$ cat src/rtl/cdsb_pkg.sv
package cdsb_pkg;
    localparam int LANES   = 6;
    localparam int SRC_W   = 3;
    localparam int IDX_W   = 2;
    localparam int FIELD_W = SRC_W + IDX_W;
    localparam int N_SRC   = (1 << SRC_W) - 1;
    localparam int REG_W   = 32;
    localparam int CFG_W   = LANES * FIELD_W;
    localparam int DIV_W   = 3;
    localparam int CNT_W   = 2;

    typedef struct packed {
        logic [SRC_W-1:0] src;
        logic [IDX_W-1:0] idx;
    } lane_cfg_t;

    // divide amount for a table index; alt swaps the repeated /1 for /3
    function automatic logic [DIV_W-1:0] div_of(input logic alt, input logic [IDX_W-1:0] idx);
        logic [DIV_W-1:0] d;
        case (idx)
            2'd0:    d = 3'd1;
            2'd1:    d = 3'd4;
            2'd2:    d = alt ? 3'd3 : 3'd1;
            default: d = 3'd2;
        endcase
        return d;
    endfunction
endpackage

$ cat src/rtl/cdsb_cfg_reg.sv
module cdsb_cfg_reg #(
    parameter int REG_W = 32,
    parameter int CFG_W = 30
) (
    input  logic             clk,
    input  logic             rst,
    input  logic             wr_en,
    input  logic [REG_W-1:0] wr_data,
    output logic [CFG_W-1:0] cfg_q,
    output logic [REG_W-1:0] rd_data
);
    localparam int PAD_W = REG_W - CFG_W;

    always_ff @(posedge clk) begin
        if (rst)
            cfg_q <= '0;
        else if (wr_en)
            cfg_q <= wr_data[CFG_W-1:0];
    end

    assign rd_data = {{PAD_W{1'b0}}, cfg_q};
endmodule

$ cat src/rtl/cdsb_lane.sv
module cdsb_lane
    import cdsb_pkg::*;
#(
    parameter int NSRC = 7
) (
    input  logic            clk,
    input  logic            rst,
    input  logic            alt_tab,
    input  lane_cfg_t       cfg_cur,
    input  lane_cfg_t       cfg_new,
    input  logic            upd,
    input  logic [NSRC-1:0] src_strb,
    output logic            strb_o
);
    logic [NSRC:0]      pick_vec;
    logic               sel_strb;
    logic [DIV_W-1:0]   div_amt;
    logic [CNT_W-1:0]   cnt;
    logic               last;
    logic               reconfig;
    logic               live;

    // code 0 lands on a constant-zero slot, so an off lane sees no strobe
    assign pick_vec = {src_strb, 1'b0};
    assign sel_strb = pick_vec[cfg_cur.src];
    assign div_amt  = div_of(alt_tab, cfg_cur.idx);
    assign last     = ({1'b0, cnt} >= (div_amt - 3'd1));
    assign reconfig = upd && (cfg_new != cfg_cur);
    assign live     = (cfg_cur.src != '0);

    always_ff @(posedge clk) begin
        if (rst || reconfig || !live) begin
            cnt    <= '0;
            strb_o <= 1'b0;
        end else if (sel_strb) begin
            if (last) begin
                cnt    <= '0;
                strb_o <= 1'b1;
            end else begin
                cnt    <= cnt + 2'd1;
                strb_o <= 1'b0;
            end
        end else begin
            strb_o <= 1'b0;
        end
    end
endmodule

$ cat src/rtl/clkdiv_select_bank.sv
module clkdiv_select_bank
    import cdsb_pkg::*;
(
    input  logic             clk,
    input  logic             rst,
    input  logic             alt_tab,
    input  logic             wr_en,
    input  logic [REG_W-1:0] wr_data,
    output logic [REG_W-1:0] rd_data,
    input  logic [N_SRC-1:0] src_strb,
    output logic [LANES-1:0] out_strb
);
    logic [CFG_W-1:0] cfg_q;

    cdsb_cfg_reg #(.REG_W(REG_W), .CFG_W(CFG_W)) u_reg (
        .clk     (clk),
        .rst     (rst),
        .wr_en   (wr_en),
        .wr_data (wr_data),
        .cfg_q   (cfg_q),
        .rd_data (rd_data)
    );

    for (genvar g = 0; g < LANES; g++) begin : g_lane
        lane_cfg_t cur_c;
        lane_cfg_t new_c;
        assign cur_c = lane_cfg_t'(cfg_q[g*FIELD_W +: FIELD_W]);
        assign new_c = lane_cfg_t'(wr_data[g*FIELD_W +: FIELD_W]);

        cdsb_lane #(.NSRC(N_SRC)) u_lane (
            .clk      (clk),
            .rst      (rst),
            .alt_tab  (alt_tab),
            .cfg_cur  (cur_c),
            .cfg_new  (new_c),
            .upd      (wr_en),
            .src_strb (src_strb),
            .strb_o   (out_strb[g])
        );
    end
endmodule

$ cat config.mk
export PLATFORM = sky130hd
export DESIGN_NAME = clkdiv_select_bank
export DESIGN_NICKNAME = d
export VERILOG_FILES = /design/src/rtl/cdsb_pkg.sv /design/src/rtl/cdsb_cfg_reg.sv /design/src/rtl/cdsb_lane.sv /design/src/rtl/clkdiv_select_bank.sv
export SDC_FILE = /design/constraint.sdc
export NUM_CORES = 1
export LEC_CHECK = 0
export BUFFER_PORTS_ARGS = -buffer_cell sky130_fd_sc_hd__buf_2
export CORE_AREA = 8 8 106 69
export CTS_CLUSTER_DIAMETER = 60
export DETAILED_ROUTE_END_ITERATION = 10
export DIE_AREA = 0 0 114 77
export MAX_ROUTING_LAYER = met4
export PLACE_DENSITY = 0.8
export SKIP_LAST_GASP = 1
export SLEW_MARGIN = 20
export SYNTH_ARGS = -nofsm -noshare
export SYNTH_HDL_FRONTEND = slang
export SYNTH_SLANG_ARGS = --single-unit
$ cat constraint.sdc
create_clock -name clk -period 2.75 [get_ports clk]
set_clock_uncertainty 0.2 [all_clocks]
set_input_delay 0 -clock clk [delete_from_list [all_inputs] [get_ports clk]]
set_output_delay 0 -clock clk [all_outputs]
set_load 0.005 [all_outputs]
# Yosys cells after proc, flatten, opt, wreduce, memory -nomap -nowiden
# Cells that the tools add are included.
word_totals:
  ff_bits: 48
  latchBits: 0
  mem_bits_rw: 0
  romBits: 0
  in_bits: 43
  output_inout_bits: 38
  word_cells: 134
  n_memories: 0
classes:
  n_addsub: 12
  n_mul: 0
  div: 0
  order_cmp: 12
  n_eq_ne: 18
  n_shift: 0
  mux: 31
  n_bitwise: 6
  reduce_logical: 42
ops:
  columns: ["cell", "n"]
  rows:
  - ["3-bit one-hot mux with 3 select lines", 6]
  - ["5-bit != test", 6]
  - ["3-bit by 4-bit < comparator with 1-bit output, second input constant", 6]
  - ["1-bit binary-select mux with 3-bit select", 6]
  - ["2-bit by 3-bit >= comparator with 1-bit output", 6]
  - ["3-bit nonzero test", 6]
  - ["3-bit by 1-bit subtractor with 3-bit output, second input constant", 6]
  - ["2-bit two-way mux", 7]
  - ["2-bit by 1-bit adder with 2-bit output, second input constant", 6]
  - ["2-bit by 1-bit equality test with 1-bit output, second input constant", 6]
  - ["2-bit equality test, second input constant", 6]
  - ["2-bit logical NOT", 6]
  - ["1-bit logical OR", 12]
  - ["1-bit two-way mux", 12]
  - ["2-bit OR reduction", 6]
  - ["1-bit logical AND", 6]
  - ["1-bit logical NOT", 6]
  - ["1-bit inverter", 6]

# Longest topological paths before layout
# Gate-level depths: netlist (run 1).
logic_depth:
  depth_word: 5
  depth_mapped: 8
  mapped_depth_nobuf: 8

# Cells and area by module
# From an unflattened synthesis (run 1), not the netlist that was laid out.
hier_totals:
  cells_unflattened: 328
  area_unflattened_um2: 3179.3
modules_own_cells:
  columns: ["module", "n_inst", "cells_each", "area_each_um2", "seq_area_each_um2"]
  rows:
  - ["cdsb_lane", 6, 33, 306.5, 60.1]
  - ["cdsb_cfg_reg", 1, 130, 1340.0, 600.6]

# Worst setup path after synthesis (run 1)
# Ideal clock, no wire load.
synth_timing:
  kind: "register -> register"
  from: "register u_reg.cfg_q[25]"
  to: "register g_lane[5].u_lane.cnt[1]"
  arrival_time_ns: 1.851
  required_time_ns: 2.480
  slack_ns: 0.630
  path_stages_with_launch: 8
  path_buffers: 0
  path_cell_list: "dfxtp_1 -> o21ai_0 -> ha_1 -> ha_1 -> a21o_1 -> nand2_1 -> or4b_1 -> a21oi_1"
synth_between:
  elab_chain_len: 5
synth_rtl:
  columns: ["element", "line", "text"]
  rows:
  - ["from (decl)", "cdsb_cfg_reg.sv:9", "output logic [CFG_W-1:0] cfg_q,"]
  - ["from (signal assigned)", "cdsb_cfg_reg.sv:18", "cfg_q <= wr_data[CFG_W-1:0];"]
  - ["2-bit equality test, or another cell as far along", "cdsb_pkg.sv:20", "case (idx)"]
  - ["3-bit one-hot mux with 3 select lines", "cdsb_pkg.sv:20", null]
  - ["3-bit by 1-bit subtractor with 3-bit output", "cdsb_lane.sv:27", "assign last = ({1'b0, cnt} >= (div_amt - 3'd1));"]
  - ["2-bit by 3-bit >= comparator with 1-bit output", "cdsb_lane.sv:27", null]
  - ["2-bit two-way mux", "cdsb_lane.sv:36", "if (last) begin"]
  - ["to (signal assigned)", "cdsb_lane.sv:40", "cnt <= cnt + 2'd1;"]
  - ["to (decl)", "cdsb_lane.sv:18", "logic [CNT_W-1:0] cnt;"]
# Parallel ways exist; a longest one is shown, timed or not.
# A chain may end at the register's enable or synchronous reset.

# Worst setup path after layout (run 1)
# Ends and elaborated chain as after synthesis.

==> results.txt, run 1 <==
* Run status: finished clean
- Worst reg2reg path startpoint: u_reg.cfg_q[25]
- Total of buffers placed on input and output ports: 76
- Hold Crit Endpoint: u_reg.cfg_q[6]
- The finished layout holds 502 standard cells, fillers aside.
- Async set or reset register ratio after synthesis: 0
* Biggest area contributors in the synthesized netlist: sky130_fd_sc_hd__dfxtp_1 32%, sky130_fd_sc_hd__mux2i_1 17%, sky130_fd_sc_hd__nor2_1 6.8%
* Buffer cell driving the clock tree root: sky130_fd_sc_hd__clkbuf_8
- Final HPWL DP: 5450 um
- Horizontal die dimension: 114 um
- Placed Cells: 465
* Worst Setup End Kind: flip-flop
* Worst Reg-to-Reg Cells: 7
- The initial utilization of the core area, before any placement, comes to 0.509.
* Proportion of power drawn by combinational gates: 0.226
- Insertion delay of the later-clocked pin in the worst-skew pair: 300 ps
* Clock transition at the registers of the reported paths: 90 ps
* Gate Count Post-Synth: 330
- Number of hold-slack violations in the final timing report: 0
- RSZ-0062 raised after global routing: false
- The worst register-to-register path ends at g_lane[5].u_lane.cnt[1].
* Worst VDD drop: 0.000233 V
- Area added between synthesis and finish: 24.0%
- After detailed routing, the number of vias per cell comes to 5.23.
* Final GP Congestion: 0.783
* I/O pin total: 81
- Power density over the cells: 422 nW/um^2
- Row count: 22
* Dominant synthesized flop cell: sky130_fd_sc_hd__dfxtp_1
- Setup violations remaining at the end of the flow were counted as 0.
* Aggregate global routing overflow: 0
* Ys Warns: 0
- The share of total power dissipated in the clock network is 0.280.
- Area leader, netlist: sky130_fd_sc_hd__dfxtp_1
- Switching Fraction: 0.284
- Area of the core region: 5840 um^2
- DIE HEIGHT: 77 um
* CTS tree: built
* Slew of the pin with the lowest slew margin: 884 ps
- Type of the tightest min-delay check: in2reg
- Of the total power, registers draw 0.495.
- Critical Setup Path Class: reg2reg
* Maximum clock insertion buffer count: 2
- Global router's overall resource usage: 0.178
- Depth of the CTS H-tree: 2
* Post-layout nets: 474
* Top cell types by occurrence after synthesis: 54 x sky130_fd_sc_hd__nor2_1, 49 x sky130_fd_sc_hd__mux2i_1, 48 x sky130_fd_sc_hd__dfxtp_1
- Clock tree synthesis found a total of 48 sinks.
* Crit path required time: 2790 ps
* Utilization of the core after routing: 0.631
- Post-DR wirelength/cell: 15.2 um
- Drt total wl: 7640 um
- Number of antenna violations at the first check in global routing: 0
- The worst setup path is launched from a flip-flop.
- Min-Delay Startpoint: rst
- CTS resizes: 0
- The analysis attributes to net switching a power of 440 uW.
- Drt first pass iters: 4
- Most numerous cell in the Yosys netlist: sky130_fd_sc_hd__nor2_1
- Top-area cell type share of the netlist area: 0.324
- Setup slack on the worst flop-to-flop path: 530 ps
- The number of antenna diodes in the final layout is 0.
- In this run the cell area of the synthesized design comes to 2970 um^2.
- The number of max-slew violations in the final report was 0.
* Internal power: 1.11 mW
- Die area: 8780 um^2
- The synthesized design contains 0 enable-type register cells.
- The tool flagged a number of max-cap violations equal to 0.
- Summed over all failing endpoints, the final setup total negative slack is 0 ps.
- Minimum period implied by the final worst setup slack: 2220 ps
- For this run, the register share of the synthesized area comes to 0.324.
- Entering global routing, the biggest net connects 37 pins.
* Seq cells post-synth: 48
- Total clock buffers created by CTS: 5
- Hold Worst Slack: 18.2 ps
- For this run, the top clock speed supported by timing is 450 MHz.
- Initial drt markers: 147
- The via count of the first global-routing pass is 2,582.
- After clock tree synthesis, the setup repair step added 0 buffers.
- Once detail routing completed, the nets flagged for antenna violations numbered 0.
* Part of the cycle the worst path needs: 0.808
* Worst rel slew slack: 0.411
- The first global-routing pass estimated 12,600 um of wire.
- Vias after detailed routing: 2,624
- Count of different cell masters after synthesis: 30
- The worst hold path passes through 2 cells.
* Post-synthesis average cell area: 9.00 um^2
- Leakage power summed over all cells: 1.62 nW
- Along the worst path, the maximum fanout reaches 7.
* Detailed-route DRC error count: 0
* Fraction of final layout cells sized beyond drive strength 1: 0.237
* Crit path arrival time: 2260 ps
-- worst max-delay path by stage --
stage,from,to,slack (ps),cells after the start
floorplan,u_reg.cfg_q[25],g_lane[5].u_lane.cnt[1],630,7
finish,u_reg.cfg_q[25],g_lane[5].u_lane.cnt[1],530,7
global route,u_reg.cfg_q[25],g_lane[5].u_lane.cnt[1],370,7
CTS,u_reg.cfg_q[25],g_lane[5].u_lane.cnt[1],520,7
detailed placement,u_reg.cfg_q[25],g_lane[5].u_lane.cnt[1],530,7
global placement,u_reg.cfg_q[25],g_lane[5].u_lane.cnt[1],590,7
-- registers in the layout, summed over array words and instances, names as in the netlist --
name / count
g_lane.u_lane.strb_o: 6
u_reg.cfg_q: 30
g_lane.u_lane.cnt: 12
-- layout make-up --
class	instances	area [um^2]
multi-input cells	236	1760
well taps	84	105
clock buffers	6	82.6
repair buffers	108	696
fillers	517	2150
inverters	19	71.3
flip-flops and latches	48	961
clock inverters	1	8.76
-- critical path: stages (launching register included) --
cell and delay (ps):
sky130_fd_sc_hd__dfxtp_1 440, sky130_fd_sc_hd__o21ai_0 140, sky130_fd_sc_hd__ha_1 310, sky130_fd_sc_hd__ha_1 280, sky130_fd_sc_hd__a21o_1 170, sky130_fd_sc_hd__nand2_1 70
sky130_fd_sc_hd__or4b_1 420, sky130_fd_sc_hd__a21oi_1 140
-- placed cells by master (no fill, tap or decap), drive strengths merged, types with 12 or more instances in the layout --
master       synthesis  final
nor2                54     54
xnor2               13     13
buf                 18     78
ha                  13     13
a21oi               20     20
inv                 19     19
nand2               12     12
mux2i               49     49
dlygate4sd3          0     30
dfxtp               48     48
-- through the flow --
stage / total power [mW] / setup WS [ps] / cell area [um^2]
finish: 1.55 / 529 / 3680
global placement: 1.08 / 590 / 3290
global route: 1.64 / 374 / 3680
detailed placement: 1.10 / 534 / 3290
floorplan: 0.996 / 630 / 2970
CTS: 1.56 / 523 / 3680
-- power by group through the flow --
stage	Sequential, mW	Clock, mW	Combinational [mW]
detailed placement	0.783	0	0.315
global placement	0.781	0	0.304
floorplan	0.770	0	0.226
CTS	0.767	0.447	0.349
finish	0.768	0.434	0.350
global route	0.775	0.472	0.389
-- cell families (layout without fill, tap and decap cells) --
group	count (synthesis)	count (layout)	synth area share
XOR/XNOR	17	17	0.0501
adder cells (fa/ha/maj)	13	13	0.0548
buffers and inverters	47	134	0.0860
AND/OR/NAND/NOR	98	98	0.151
other	1	2	0.00126
AO/OA/AOI/OAI	47	47	0.107
multiplexers	59	59	0.226
flip-flops	48	48	0.324
-- layer usage --
metal / vias up / share of wire / global-route usage
met3: 11 / 0.070 / 0.0563
met1: 1209 / 0.47 / 0.216
li1: 1316 / - / -
met5: - / 0 / -
met4: 0 / 0.014 / 0.0502
met2: 88 / 0.45 / 0.280
-- what timing repair did --
item                                   CTS  global route
setup endpoints to repair                0             0
hold buffers                            30             0
endpoints found under the hold margin   46             0
(Power assumes the default switching activity.)
==> inputs of run 2 (changes only) <==
==> constraint.sdc (replaced) <==
create_clock -name clk -period 2.2 [get_ports clk]
set_clock_uncertainty 0.2 [all_clocks]
set_input_delay 0 -clock clk [delete_from_list [all_inputs] [get_ports clk]]
set_output_delay 0 -clock clk [all_outputs]
set_load 0.005 [all_outputs]
==> results.txt, run 2 (synthesis gave the netlist of run 1 again) <==
- Row count: 22 (unchanged)
* Drt first pass iters: 4 (unchanged)
- The DRC marker count from the first detailed-route iteration is 187 (+27%).
- The number of antenna-violating nets in the routed design came to 0 (unchanged).
- The area used by multi-input combinational logic was 1760 um^2 (unchanged).
- Maximum clock insertion buffer count: 2 (unchanged)
- The instance area after placement came to 3340 um^2 (+1.6%).
- In this run the critical register-to-register path is launched from u_reg.cfg_q[15].
* Most common cell after layout, fill and taps aside: sky130_fd_sc_hd__buf_2
* Power density over the cells: 539 nW/um^2 (+28%)
- The total routing resource utilization after global routing came to 0.185 (+0.00630).
- Number of global-route vias before repair: 2,655 (+2.8%)
- Slew of the pin with the lowest slew margin: 616 ps (-268 ps)
* Setup slack on the worst flop-to-flop path: 100 ps (-430 ps)
- Top flop regs: u_reg.cfg_q x30, g_lane.u_lane.cnt x12, g_lane.u_lane.strb_o x6
* I/O pin total: 81 (unchanged)
- The highest achievable clock rate was 477 MHz (+5.9%).
- The number of antenna repair diodes is 0 (unchanged).
- The flip-flop count of the largest register after layout came to 30 (unchanged).
- The core occupancy in the finished layout came to 0.657 (+0.0264).
- Horizontal die dimension: 114 um (unchanged)
- CTS tree: built
- The worst max-slew margin expressed relative to the limit is 0.589 (+0.179).
- Relative to the synthesized area, the layout overhead comes to 29.2%.
* Largest net degree at the start of global routing: 32 (-14%)
- The routed wire length per instance is 15.2 um (-0.39%).
* Final setup violation count: 0 (unchanged)
- Clock transition at the registers of the reported paths: 100 ps (about the same)
- Wire length of the first global-routing pass: 13,000 um (+2.9%)
- Fraction of final layout cells sized beyond drive strength 1: 0.249 (+0.0120)
- Final-report max-slew violation count: 0 (unchanged)
* Post CTS Setup Buffer Count: 0 (unchanged)
* Placed Cells: 472 (+1.5%)
- In this run the clock root is driven by a sky130_fd_sc_hd__clkbuf_8.
* Leakage power summed over all cells: 1.71 nW (+5.6%)
- The number of hold violations in the final report is 2 (+2).
* DIE HEIGHT: 77 um (unchanged)
- Final GP Congestion: 0.781 (-0.27%)
- Min-Delay Startpoint: rst
* Detailed-route DRC error count: 0 (unchanged)
* Crit path arrival time: 2140 ps (-120 ps)
* Worst Reg-to-Reg Cells: 6 (-1)
* Depth of the CTS H-tree: 2 (unchanged)
* CP Launch Type: flip-flop
* Most used cells in the layout excluding fill and tap cells: 76 x sky130_fd_sc_hd__buf_2, 54 x sky130_fd_sc_hd__nor2_1, 49 x sky130_fd_sc_hd__mux2i_1
* Total of buffers placed on input and output ports: 76 (unchanged)
- Counting flops per register, the top entry is u_reg.cfg_q.
- Critical path fanouts, max: 4 (-3)
* Total clock sinks: 48 (unchanged)
- Setup repair after global routing could not meet its margin everywhere.
* Hold Worst Slack: -8.82 ps (-27.0 ps)
* Crit path required time: 2240 ps (-550 ps)
- The final critical path time including I/O delays and setup came to 2100 ps (-123 ps).
* Fill cell instance count of the final layout: 499 (-3.5%)
- Critical Setup Path Class: reg2reg
- Critical Path Sink: g_lane[3].u_lane.cnt[1]
* Insertion delay of the later-clocked pin in the worst-skew pair: 300 ps (about the same)
* Post-route insts no fill: 518 (+3.2%)
* Vias per Instance: 5.19 (-0.61%)
- The final wirelength came to 7860 um (+2.8%).
* MaxCap Viol Count: 0 (unchanged)
- The worst setup path is captured at a flip-flop.
* Worst flop-to-flop path endpoint: g_lane[3].u_lane.cnt[1]
* Post-layout nets: 489 (+3.2%)
- Area of the core region: 5840 um^2 (unchanged)
- The floorplan die area is 8780 um^2 (unchanged).
- Type of the tightest min-delay check: in2reg
* Aggregate global routing overflow: 0 (unchanged)
- Total clock buffers created by CTS: 5 (unchanged)
- Area used by sequential logic in the layout: 962 um^2 (+0.13%)
* Run status: complete, but fails checks
- Vias after detailed routing: 2,691 (+2.6%)
- Critical Path Source: u_reg.cfg_q[15]
- The estimated wirelength of the detail-placed design is 5440 um (-0.26%).
* Worst VDD drop: 0.000312 V (+34%)
- Part of the cycle the worst path needs: 0.953 (+0.146)
- The total non-filler cell area in the finished layout is 3830 um^2 (+4.2%).
* Final Power: 2.07 mW (+33%)
* Initial cell density of the core: 0.509 (unchanged)
- Number of antenna violations at the first check in global routing: 0 (unchanged)
* Violated checks: hold timing
## run 2: cell types whose count changed in the layout (fill, tap and decap cells not counted), sizes merged
cell and change:
clkbuf -1, bufinv +1, buf +7, clkinvlp +1
dlygate4sd3 +8
## run 2: layout make-up
class,instances,share of cell area
clock inverter,3,0.0111
timing repair buffer,123,0.216
sequential,48,0.251
clock buffer,5,0.0179
inverter,19,0.0186
tap,84,0.0274
multi-input combinational,236,0.458
## run 2: worst min-delay path by stage
stage / cells past startpoint / endpoint / slack, ps
2_1_floorplan: 2 / u_reg.cfg_q[14] / -50
3_3_place_gp: 3 / u_reg.cfg_q[10] / 50
3_5_place_dp: 3 / u_reg.cfg_q[8] / 70
4_1_cts: 2 / u_reg.cfg_q[19] / 0.4
5_1_grt: 2 / u_reg.cfg_q[4] / 20
6_report: 2 / u_reg.cfg_q[4] / -9
## run 2: worst max-delay path, stage by stage, from the launching register on
cell                      delay, ps
sky130_fd_sc_hd__dfxtp_1        350
sky130_fd_sc_hd__inv_1          110
sky130_fd_sc_hd__mux2_2         340
sky130_fd_sc_hd__ha_1           270
sky130_fd_sc_hd__a21o_1         180
sky130_fd_sc_hd__or4_1          420
sky130_fd_sc_hd__a21oi_1        170
## run 2: per-layer routing
metal / GRT usage / up-vias / share of wire
li1: - / 1347 / -
met3: 0.0469 / 9 / 0.058
met4: 0.0423 / 0 / 0.010
met1: 0.228 / 1256 / 0.47
met2: 0.297 / 79 / 0.46
met5: - / - / 0
## run 2: timing repair
item,CTS,global route
resized for setup,0,2
setup endpoints to repair,0,2
hold endpoints to repair,45,0
hold buffers,38,0
## run 2: power by group
group          leakage [nW]  switching [mW]  total, mW  internal, mW
clock                0.0541           0.307      0.644         0.337
combinational          1.26           0.213      0.466         0.253
sequential            0.393          0.0521      0.956         0.904
## run 2: through the flow
stage,TNS (ps),hold WS (ps),setup slack (ps)
6_report,0,-8.82,103
5_1_grt,-0.749,19.0,-0.749
4_1_cts,0,0.359,88.5
3_5_place_dp,0,69.5,111
3_3_place_gp,0,54.0,154
2_1_floorplan,0,-52.8,79.5
==> inputs of run 3 (changes only) <==
--- a/config.mk
+++ b/config.mk
@@ -6,14 +6,15 @@
 export NUM_CORES = 1
 export LEC_CHECK = 0
 export BUFFER_PORTS_ARGS = -buffer_cell sky130_fd_sc_hd__buf_2
-export CORE_AREA = 8 8 106 69
+export CORE_AREA = 8 8 109 71
 export CTS_CLUSTER_DIAMETER = 60
 export DETAILED_ROUTE_END_ITERATION = 10
-export DIE_AREA = 0 0 114 77
+export DIE_AREA = 0 0 117 79
 export MAX_ROUTING_LAYER = met4
-export PLACE_DENSITY = 0.8
+export PLACE_DENSITY = 0.79
 export SKIP_LAST_GASP = 1
 export SLEW_MARGIN = 20
 export SYNTH_ARGS = -nofsm -noshare
 export SYNTH_HDL_FRONTEND = slang
+export SYNTH_HIERARCHICAL = 1
 export SYNTH_SLANG_ARGS = --single-unit
==> results.txt, run 3 <==
- The run finished with clean final reports.
- Number of global-route vias before repair: 2,852 (+7.4%)
- The H-tree depth came to 2 (unchanged).
* Area of the core region: 6270 um^2 (+7.5%)
- Async set or reset register ratio after synthesis: 0 (unchanged)
- TritonCTS built the clock tree.
* Area added between synthesis and finish: 29.5%
- Crit path required time: 2190 ps (-50 ps)
* Power density over the cells: 494 nW/um^2 (-8.3%)
- Top register by number of flip-flops: u_reg/cfg_q
- I/O pin total: 81 (unchanged)
- Die area: 9240 um^2 (+5.3%)
* Row count: 23 (+4.5%)
- Fraction of final layout cells sized beyond drive strength 1: 0.303 (+0.0541)
- The total of max-cap violations came to 0 (unchanged).
- The worst setup path is launched from a flip-flop.
- Ys Warns: 6 (+6)
- The height of the chip is 79 um (+2.6%).
- Horizontal die dimension: 117 um (+2.6%)
* Post CTS Setup Buffer Count: 0 (unchanged)
- Slew of the pin with the lowest slew margin: 529 ps (-86.5 ps)
- The placer's final routability congestion estimate is 0.784 (+0.35%).
- The first-pass GRT wire length is 14,000 um (+7.7%).
- Fmax: 466 MHz (-2.3%)
* Part of the cycle the worst path needs: 0.976 (+0.0224)
- Largest net degree at the start of global routing: 28 (-13%)
* Top cell types by occurrence after synthesis: 54 x sky130_fd_sc_hd__mux2i_1, 48 x sky130_fd_sc_hd__dfxtp_1, 32 x sky130_fd_sc_hd__buf_4
* Sequential-to-total area share from yosys stat: 0.302 (-0.0214)
* Most common cell after layout, fill and taps aside: sky130_fd_sc_hd__buf_2
* Number of nets with antenna violations after detailed routing: 0 (unchanged)
* Number of hold-slack violations in the final timing report: 0 (-2)
- Final-report max-slew violation count: 0 (unchanged)
* Critical path fanouts, max: 4 (unchanged)
* Post-layout nets: 493 (+0.82%)
* Post-synthesis average cell area: 9.69 um^2 (+7.7%)
- Hold Worst Slack: 93.9 ps (+103 ps)
- Aggregate global routing overflow: 0 (unchanged)
- The number of antenna violations at the first check in global routing was 0 (unchanged).
* Gate Count Post-Synth: 328 (-0.61%)
- Final setup violation count: 0 (unchanged)
- Total clock sinks: 48 (unchanged)
* Buffer cell driving the clock tree root: sky130_fd_sc_hd__clkbuf_8
- Final HPWL DP: 5840 um (+7.4%)
* Cell area after synthesis: 3180 um^2 (+7.1%)
- Post-DR wirelength/cell: 16.1 um (+6.4%)
- Most numerous cell in the Yosys netlist: sky130_fd_sc_hd__mux2i_1
- The critical path in this run is classified as reg2reg.
* Drt total wl: 8490 um (+8.0%)
- The top-area cell type share of the netlist area came to 0.302 (-0.0214).
- The starting utilization of the core area was 0.507 (-0.00201).
* Worst rel slew slack: 0.647 (+0.0576)
- Max reg flops: 30 (unchanged)
- Count of different cell masters after synthesis: 25 (-17%)
- The ratio of routed vias to standard cells came to 5.09 (-2.0%).
* Fill cell instance count of the final layout: 503 (+0.80%)
- In the final layout, the registers with the most flip-flops are u_reg/cfg_q x30, g_lane.u_lane/cnt x12, g_lane.u_lane/strb_o x6.
- The worst-case clock buffer depth is 2 (unchanged).
- Type of the tightest min-delay check: in2reg
* Dominant synthesized flop cell: sky130_fd_sc_hd__dfxtp_1
* Biggest area contributors in the synthesized netlist: sky130_fd_sc_hd__dfxtp_1 30%, sky130_fd_sc_hd__mux2i_1 17%, sky130_fd_sc_hd__buf_4 7.6%
* Leakage power summed over all cells: 1.82 nW (+6.4%)
* Final WS setup: 53.3 ps (-49.2 ps)
- Drt first pass iters: 4 (unchanged)
- Worst VDD drop: 0.000265 V (-15%)
- The routed via count came to 2,678 (-0.48%).
- Minimum period implied by the final worst setup slack: 2150 ps (+49.2 ps)
- The number of input and output port buffers inserted is 76 (unchanged).
- Leaving out fill and tap cells, the most frequent cells in the layout are 76 x sky130_fd_sc_hd__buf_2, 58 x sky130_fd_sc_hd__dlygate4sd3_1, 54 x sky130_fd_sc_hd__mux2i_1.
- The count of unresolved DRC violations after routing was 0 (unchanged).
- The DRC marker count from the first detailed-route iteration was 113 (-40%).
* Fin Setup TNS: 0 ps (unchanged)
- Worst Setup End Kind: flip-flop
- The post-placement worst setup slack came to -27.3 ps (-138 ps).
* Final Power: 2.03 mW (-1.5%)
- RSZ-0062 raised after global routing: true
- The clock latency reported for the late side of the worst-skew pair was 310 ps (about the same).
- Utilization of the core after routing: 0.656 (-0.000998)
- The number of synthesized register bits was 48 (unchanged).
* Crit path arrival time: 2140 ps (about the same)
* Total clock buffers created by CTS: 5 (unchanged)
- Area leader, netlist: sky130_fd_sc_hd__dfxtp_1
* EDFF count, synth: 0 (unchanged)
- Clock transition at the registers of the reported paths: 90 ps (about the same)
- The number of antenna repair diodes was 0 (unchanged).
* Global router's overall resource usage: 0.197 (+0.0126)
[run 3: critical path: stages (launching register included)]
cell and delay [ps]:
sky130_fd_sc_hd__dfxtp_1 320, sky130_fd_sc_hd__buf_4 150, sky130_fd_sc_hd__mux2i_1 130, sky130_fd_sc_hd__dlygate4sd3_1 560
sky130_fd_sc_hd__nor2_1 50, sky130_fd_sc_hd__dlygate4sd3_1 620
[run 3: where the power goes]
part	total, mW	internal, mW	leakage (nW)	switching (mW)
logic	0.533	0.300	1.38	0.233
registers	0.948	0.905	0.396	0.0439
clock network	0.553	0.257	0.0455	0.296
[run 3: repair_timing]
action,in CTS,in global routing
hold buffers,58,0
endpoints found under the hold margin,36,0
gates cloned,0,0
setup endpoints to repair,1,8
gates resized for setup,1,15
[run 3: metal layers]
metal | global-route usage | part of all wire | up-vias
li1 | - | - | 1334
met1 | 0.233 | 0.44 | 1254
met2 | 0.326 | 0.49 | 74
met3 | 0.0492 | 0.047 | 16
met4 | 0.0597 | 0.022 | 0
met5 | - | 0 | -
[run 3: cell families after synthesis]
family	after synthesis	share of synthesized area
other cells	1	0.00118
xor+xnor	30	0.0826
compound gates	30	0.0638
simple gates	84	0.132
flops	48	0.302
fa+ha+maj	12	0.0472
mux	66	0.234
buf+inv	57	0.137
[run 3: layout make-up]
class	instances	area, um^2	share of cell area
clock buffers	8	90.1	0.0219
well taps	87	109	0.0264
multi-input cells	224	1820	0.441
inverters	6	22.5	0.00547
flip-flops and latches	48	975	0.237
repair buffers	153	1100	0.268
[run 3: per-stage QoR]
stage	std cells	cell area (um^2)
floorplan	329	3180
global placement	460	3400
detailed placement	460	3400
CTS	526	4070
global route	526	4120
finish	526	4120
[run 3: final timing paths]
path	start	endpoint	slack (ps)	depth (start not counted)
max	u_reg/cfg_q[25]	u_reg/cfg_q[25]	50	5
min	src_strb[3]	g_lane[3].u_lane/strb_o	90	4
max reg2reg	u_reg/cfg_q[25]	u_reg/cfg_q[25]	50	5
min reg2reg	g_lane[2].u_lane/cnt[1]	g_lane[2].u_lane/cnt[1]	320	2
